### src/rtl/aon_tmr_pkg.sv
package aon_tmr_pkg;

    // Register byte offsets
    localparam int unsigned OFS_CFG  = 'h00;
    localparam int unsigned OFS_COPY = 'h04;
    localparam int unsigned OFS_CMD  = 'h6C;
    localparam int unsigned OFS_END  = 'h70;
    localparam int unsigned OFS_RATE = 'h74;
    localparam int unsigned OFS_CNT  = 'h78;
    localparam int unsigned OFS_STAT = 'h7C;

    // Field positions
    localparam int unsigned CFG_OSC_BIT  = 0;
    localparam int unsigned CFG_PRE_LSB  = 20;
    localparam int unsigned CFG_PRE_EN   = 24;
    localparam int unsigned CFG_PCLK_BIT = 25;
    localparam int unsigned CMD_RUN_BIT  = 0;
    localparam int unsigned CMD_CLR_BIT  = 1;

    localparam int unsigned PRE_W = 4;
    localparam int unsigned BUS_W = 32;

    typedef struct packed {
        logic             pclk_sel;
        logic             pre_en;
        logic [PRE_W-1:0] pre_val;
        logic             osc_sel;
    } clk_cfg_t;

endpackage

### src/rtl/aon_clk_sel.sv
module aon_clk_sel
    import aon_tmr_pkg::*;
(
    input  logic     clk,
    input  logic     rst_n,
    input  logic     clr,
    input  clk_cfg_t cfg,
    input  logic     osc0_en,
    input  logic     osc1_en,
    input  logic     pclk_en,
    output logic     sys_tick
);

    typedef struct packed {
        logic [PRE_W-1:0] ph;
    } pre_st_t;

    pre_st_t st_d, st_q;
    logic    src_tick;

    always_comb begin
        st_d     = st_q;
        sys_tick = 1'b0;
        src_tick = cfg.pclk_sel ? pclk_en : (cfg.osc_sel ? osc1_en : osc0_en);
        if (clr) begin
            st_d.ph = '0;
        end else if (src_tick) begin
            if (!cfg.pre_en) begin
                sys_tick = 1'b1;
            end else if (st_q.ph == cfg.pre_val) begin
                st_d.ph  = '0;
                sys_tick = 1'b1;
            end else begin
                st_d.ph = st_q.ph + PRE_W'(1);
            end
        end
    end

    always_ff @(posedge clk or negedge rst_n) begin
        if (!rst_n) st_q <= '0;
        else        st_q <= st_d;
    end

endmodule

### src/rtl/aon_rate_div.sv
module aon_rate_div #(
    parameter int unsigned DIV_W = 16
) (
    input  logic             clk,
    input  logic             rst_n,
    input  logic             clr,
    input  logic             run,
    input  logic             sys_tick,
    input  logic [DIV_W-1:0] div_val,
    output logic             cnt_tick
);

    typedef struct packed {
        logic [DIV_W-1:0] ph;
    } div_st_t;

    div_st_t          st_d, st_q;
    logic [DIV_W-1:0] last_ph;

    always_comb begin
        st_d     = st_q;
        cnt_tick = 1'b0;
        last_ph  = (div_val == '0) ? '0 : div_val - DIV_W'(1);
        if (clr) begin
            st_d.ph = '0;
        end else if (run && sys_tick) begin
            if (st_q.ph >= last_ph) begin
                st_d.ph  = '0;
                cnt_tick = 1'b1;
            end else begin
                st_d.ph = st_q.ph + DIV_W'(1);
            end
        end
    end

    always_ff @(posedge clk or negedge rst_n) begin
        if (!rst_n) st_q <= '0;
        else        st_q <= st_d;
    end

endmodule

### src/rtl/aon_tmr_core.sv
module aon_tmr_core #(
    parameter int unsigned CNT_W = 32
) (
    input  logic             clk,
    input  logic             rst_n,
    input  logic             clr,
    input  logic             run,
    input  logic             cnt_tick,
    input  logic [CNT_W-1:0] end_val,
    output logic [CNT_W-1:0] cnt,
    output logic             status,
    output logic             copy,
    output logic             evt
);

    typedef struct packed {
        logic [CNT_W-1:0] cnt;
        logic             status;
        logic             copy;
        logic             evt;
    } core_st_t;

    core_st_t         st_d, st_q;
    logic [CNT_W-1:0] cnt_inc;

    always_comb begin
        st_d     = st_q;
        st_d.evt = 1'b0;
        cnt_inc  = st_q.cnt + CNT_W'(1);
        if (clr) begin
            st_d.cnt    = '0;
            st_d.status = 1'b0;
            st_d.copy   = 1'b0;
        end else if (run && cnt_tick && (st_q.cnt != end_val)) begin
            st_d.cnt = cnt_inc;
            if (cnt_inc == end_val) begin
                st_d.status = 1'b1;
                st_d.copy   = 1'b1;
                st_d.evt    = 1'b1;
            end
        end
    end

    always_ff @(posedge clk or negedge rst_n) begin
        if (!rst_n) st_q <= '0;
        else        st_q <= st_d;
    end

    assign cnt    = st_q.cnt;
    assign status = st_q.status;
    assign copy   = st_q.copy;
    assign evt    = st_q.evt;

endmodule

### src/rtl/aon_match_timer.sv
module aon_match_timer
    import aon_tmr_pkg::*;
#(
    parameter int unsigned ADDR_W = 8,
    parameter int unsigned CNT_W  = 32,
    parameter int unsigned DIV_W  = 16
) (
    input  logic              clk,
    input  logic              rst_n,
    input  logic              osc0_en,
    input  logic              osc1_en,
    input  logic              pclk_en,
    input  logic              bus_wr,
    input  logic [ADDR_W-1:0] bus_addr,
    input  logic [BUS_W-1:0]  bus_wdata,
    output logic [BUS_W-1:0]  bus_rdata,
    output logic              match_evt
);

    typedef struct packed {
        clk_cfg_t         cfg;
        logic [CNT_W-1:0] end_v;
        logic [DIV_W-1:0] div_v;
        logic             run;
    } regs_t;

    regs_t            regs_d, regs_q;
    logic             clr_cmd;
    logic             run_now;
    logic             sys_tick;
    logic             cnt_tick;
    logic [CNT_W-1:0] cur_cnt;
    logic             cur_stat;
    logic             cur_copy;

    function automatic logic hit(input logic [ADDR_W-1:0] a, input int unsigned ofs);
        return a == ADDR_W'(ofs);
    endfunction

    // Register writes
    always_comb begin
        regs_d  = regs_q;
        clr_cmd = 1'b0;
        if (bus_wr) begin
            if (hit(bus_addr, OFS_CFG)) begin
                regs_d.cfg.pclk_sel = bus_wdata[CFG_PCLK_BIT];
                regs_d.cfg.pre_en   = bus_wdata[CFG_PRE_EN];
                regs_d.cfg.pre_val  = bus_wdata[CFG_PRE_LSB +: PRE_W];
                regs_d.cfg.osc_sel  = bus_wdata[CFG_OSC_BIT];
            end
            if (hit(bus_addr, OFS_CMD)) begin
                regs_d.run = bus_wdata[CMD_RUN_BIT];
                clr_cmd    = bus_wdata[CMD_CLR_BIT];
            end
            if (hit(bus_addr, OFS_END))  regs_d.end_v = bus_wdata[CNT_W-1:0];
            if (hit(bus_addr, OFS_RATE)) regs_d.div_v = bus_wdata[DIV_W-1:0];
        end
    end

    always_ff @(posedge clk or negedge rst_n) begin
        if (!rst_n) regs_q <= '0;
        else        regs_q <= regs_d;
    end

    assign run_now = regs_q.run;

    // Register reads
    always_comb begin
        bus_rdata = '0;
        if (hit(bus_addr, OFS_CFG)) begin
            bus_rdata[CFG_PCLK_BIT]             = regs_q.cfg.pclk_sel;
            bus_rdata[CFG_PRE_EN]               = regs_q.cfg.pre_en;
            bus_rdata[CFG_PRE_LSB +: PRE_W]     = regs_q.cfg.pre_val;
            bus_rdata[CFG_OSC_BIT]              = regs_q.cfg.osc_sel;
        end
        if (hit(bus_addr, OFS_COPY)) bus_rdata[0] = cur_copy;
        if (hit(bus_addr, OFS_CMD))  bus_rdata[CMD_RUN_BIT] = regs_q.run;
        if (hit(bus_addr, OFS_END))  bus_rdata[CNT_W-1:0] = regs_q.end_v;
        if (hit(bus_addr, OFS_RATE)) bus_rdata[DIV_W-1:0] = regs_q.div_v;
        if (hit(bus_addr, OFS_CNT))  bus_rdata[CNT_W-1:0] = cur_cnt;
        if (hit(bus_addr, OFS_STAT)) bus_rdata[0] = cur_stat;
    end

    aon_clk_sel u_clk_sel (
        .clk      (clk),
        .rst_n    (rst_n),
        .clr      (clr_cmd),
        .cfg      (regs_q.cfg),
        .osc0_en  (osc0_en),
        .osc1_en  (osc1_en),
        .pclk_en  (pclk_en),
        .sys_tick (sys_tick)
    );

    aon_rate_div #(.DIV_W(DIV_W)) u_rate_div (
        .clk      (clk),
        .rst_n    (rst_n),
        .clr      (clr_cmd),
        .run      (run_now),
        .sys_tick (sys_tick),
        .div_val  (regs_q.div_v),
        .cnt_tick (cnt_tick)
    );

    aon_tmr_core #(.CNT_W(CNT_W)) u_core (
        .clk      (clk),
        .rst_n    (rst_n),
        .clr      (clr_cmd),
        .run      (run_now),
        .cnt_tick (cnt_tick),
        .end_val  (regs_q.end_v),
        .cnt      (cur_cnt),
        .status   (cur_stat),
        .copy     (cur_copy),
        .evt      (match_evt)
    );

endmodule

### config.mk
export PLATFORM = sky130hd
export DESIGN_NAME = aon_match_timer
export DESIGN_NICKNAME = d
export VERILOG_FILES = /design/src/rtl/aon_tmr_pkg.sv /design/src/rtl/aon_clk_sel.sv /design/src/rtl/aon_rate_div.sv /design/src/rtl/aon_tmr_core.sv /design/src/rtl/aon_match_timer.sv
export SDC_FILE = /design/constraint.sdc
export NUM_CORES = 1
export LEC_CHECK = 0
export ABC_AREA = 1
export BUFFER_PORTS_ARGS = -buffer_cell sky130_fd_sc_hd__clkbuf_2
export CORE_ASPECT_RATIO = 0.6
export CORE_UTILIZATION = 45
export DETAILED_ROUTE_END_ITERATION = 12
export PLACE_DENSITY = 0.65
export SETUP_SLACK_MARGIN = 0.3
export SLEW_MARGIN = 25
export SYNTH_ARGS = -nofsm -noshare
export SYNTH_HDL_FRONTEND = slang
export SYNTH_SLANG_ARGS = --single-unit
### constraint.sdc
create_clock -name clk -period 3.9 [get_ports clk]
set_clock_uncertainty 0.05 [all_clocks]
set_input_delay 0.78 -clock clk [delete_from_list [all_inputs] [get_ports clk]]
set_output_delay 0.78 -clock clk [all_outputs]
set_load 0.02 [all_outputs]
==> metrics <==
status=finished, final reports clean; Filler cells=1674; total wire length=25.0 mm; # H-tree levels=3; vias in the first global route=7005; port bufs=78; Post-Layout Inst Area=9010 µm²; DRT Pass-1 Iters=5; clock share of power=0.217; Worst setup EP type=primary output; global-route usage over all layers=0.290; yosys synthesis warning count=0; Max FO, Critical Path=14; Synth area leaders=dfrtp_1 (35%), nand2_1 (15%), inv_1 (7.5%); CTS Buf Count=9; Initial DRC Count=828; WHS=458 ps; Seq/Total Area, Yosys=0.353; Pins Over Slew Limit=0; Max clock buf depth=2; Worst Setup Start Kind=input port; commonest cells in the netlist=nand2_1 (314), inv_1 (156), dfrtp_1 (110); die height=104 µm; EDFF count, synth=0; PwrDens=520 nW/µm²; Reg clk slew, reported paths=80 ps; vias per std cell=5.39; Final Hold Viols=0; most numerous cell in the Yosys netlist=nand2_1; Site Rows=36; Max-cap violations=0; Comb pwr share=0.430; Placer Congestion=0.949; Tmin final=3420 ps; Final Cycle Share=0.877; ANT nets after route=0; final setup fails=0; drt drc=0; Net Count, Synth=1196; DP HPWL=19.6 mm; Netlist Area Pre-Place=7790 µm²; actual slew at the worst max-slew pin=985 ps; DIE WIDTH=172 µm; post-synth top area share=0.353; CTS root buffer=clkbuf_16; Req. time, crit path=3070 ps; total negative slack=0 ps; largest net degree at the start of global routing=58; Switching Fraction=0.457; Pint=2540 µW; Cells after Synth=1129; P_sw=2140 µW; IO Pins=79; worst hold path type=in -> async; ys async rst share=1.00; Static Leak=0.00458 µW; vias=7840; Yosys cell types=42; CTS tree=built; Area Overhead vs Synth=15.6%; starting density of the core=0.470; nets@finish=1289; first-pass GRT wire length=39.5 mm; Clk Latency, worst-skew pair=370 ps; die area=17900 µm²; Post-Syn Area per Cell=6.90 µm²; Core Area=16600 µm²; drt wl/cell=17.2 µm; register bit count reported by yosys=110; top_reg_cell synth=dfrtp_1; leading area contributor after synthesis=dfrtp_1; GR Overflow Total=0; Crit Path Category=in -> out; CTS Hold Bufs=0; Area after DPL=8530 µm²; Worst slew margin=0.342; layout cell share with drive strength beyond 1=0.146; Clock Sinks=110; RSZ-0062 raised after global routing=true; crit path DAT=2590 ps; # diodes=0; Reg power frac=0.353; VDD IR max=259 µV; Fmax achieved=292 MHz; Power Total=4680 µW; initial antenna violation count=0
kinds of logic (layout without fill, tap and decap cells):
family	after synthesis	after routing	synth area share
buffers and inverters	186	284	0.0907
multiplexers	6	6	0.00867
flip-flops	110	110	0.353
AO/OA/AOI/OAI	171	171	0.126
XOR/XNOR	50	50	0.0580
AND/OR/NAND/NOR	585	585	0.330
adder cells (fa/ha/maj)	21	21	0.0337
worst max-delay path, cell delays in order:
cell and delay, ps:
clkbuf_2 90, inv_1 40, nand2_1 50, nor3_1 380, nand2_1 180, inv_1 300, buf_4 310, nand2_1 80
o211ai_1 150, clkbuf_2 220
final timing paths:
path                             startpoint  depth (start not counted)              to  slack [ps]
worst max register to register    regs_q[1]                         21   u_core.cnt[0]         490
min in group clk                  regs_q[2]                          2       regs_q[2]         470
worst min register to register    regs_q[2]                          2       regs_q[2]         470
max in group asynchronous             rst_n                          2  u_core.cnt[24]        2570
worst min-delay path                  rst_n                          1      regs_q[22]         460
worst max-delay path            bus_addr[7]                         10   bus_rdata[21]         480
cell type report:
type	count	area [µm²]	share of cell area
Tap cell	228	285	0.0317
Clock inverter	7	98.8	0.0110
Clock buffer	9	225	0.0250
Inverter	162	608	0.0675
Timing Repair Buffer	106	653	0.0725
Sequential cell	110	2750	0.306
Multi-Input combinational cell	833	4390	0.487
power by group through the flow:
stage / registers, µW / clock network, µW / logic (µW)
floorplan: 1560 / 0 / 1430
global placement: 1660 / 0 / 1900
detailed placement: 1660 / 0 / 1910
CTS: 1640 / 1020 / 1930
global route: 1680 / 1070 / 2270
finish: 1650 / 1020 / 2010
sequential cells by signal, indices dropped and copies added (netlist names):
name             flops
u_core.copy          1
run_now              1
u_core.evt           1
regs_q              55
u_core.cnt          32
u_clk_sel.st_q       4
u_rate_div.st_q     16
repair_timing:
item / 4_1_cts / 5_1_grt
endpoints found under the setup margin: 28 / 50
pin swaps: 0 / 9
resized for setup: 2 / 17
setup buffers: 0 / 12
layer usage:
layer	up-vias	track usage	wire length, µm
met3	16	0.0693	2710
met4	0	0.0405	153
met5	-	0	0
li1	3844	-	-
met1	3603	0.508	13400
met2	377	0.341	8800
placed cells by master (no fill, tap or decap), drive strengths merged, types with 2 or more instances in the layout:
cell type and count:
a21oi 29, a221oi 7, buf 29, clkbuf 86
clkinv 4, dfrtp 110, ha 21, inv 163
mux2 6, nand2 321, nand3 97, nand3b 2
nand4 16, nor2 122, nor3 20, nor4 2
o211ai 5, o21ai 87, o221ai 9, o22ai 28
or2 3, xnor2 24, xor2 25
per-stage QoR:
step	setup slack [ps]	instances	utilization
CTS	304	1443	0.535
floorplan	658	1129	-
global route	250	1455	0.543
global placement	324	1427	0.515
detailed placement	214	1427	0.515
finish	480	1455	0.543
Note: power is estimated with default switching activity, not from simulation.
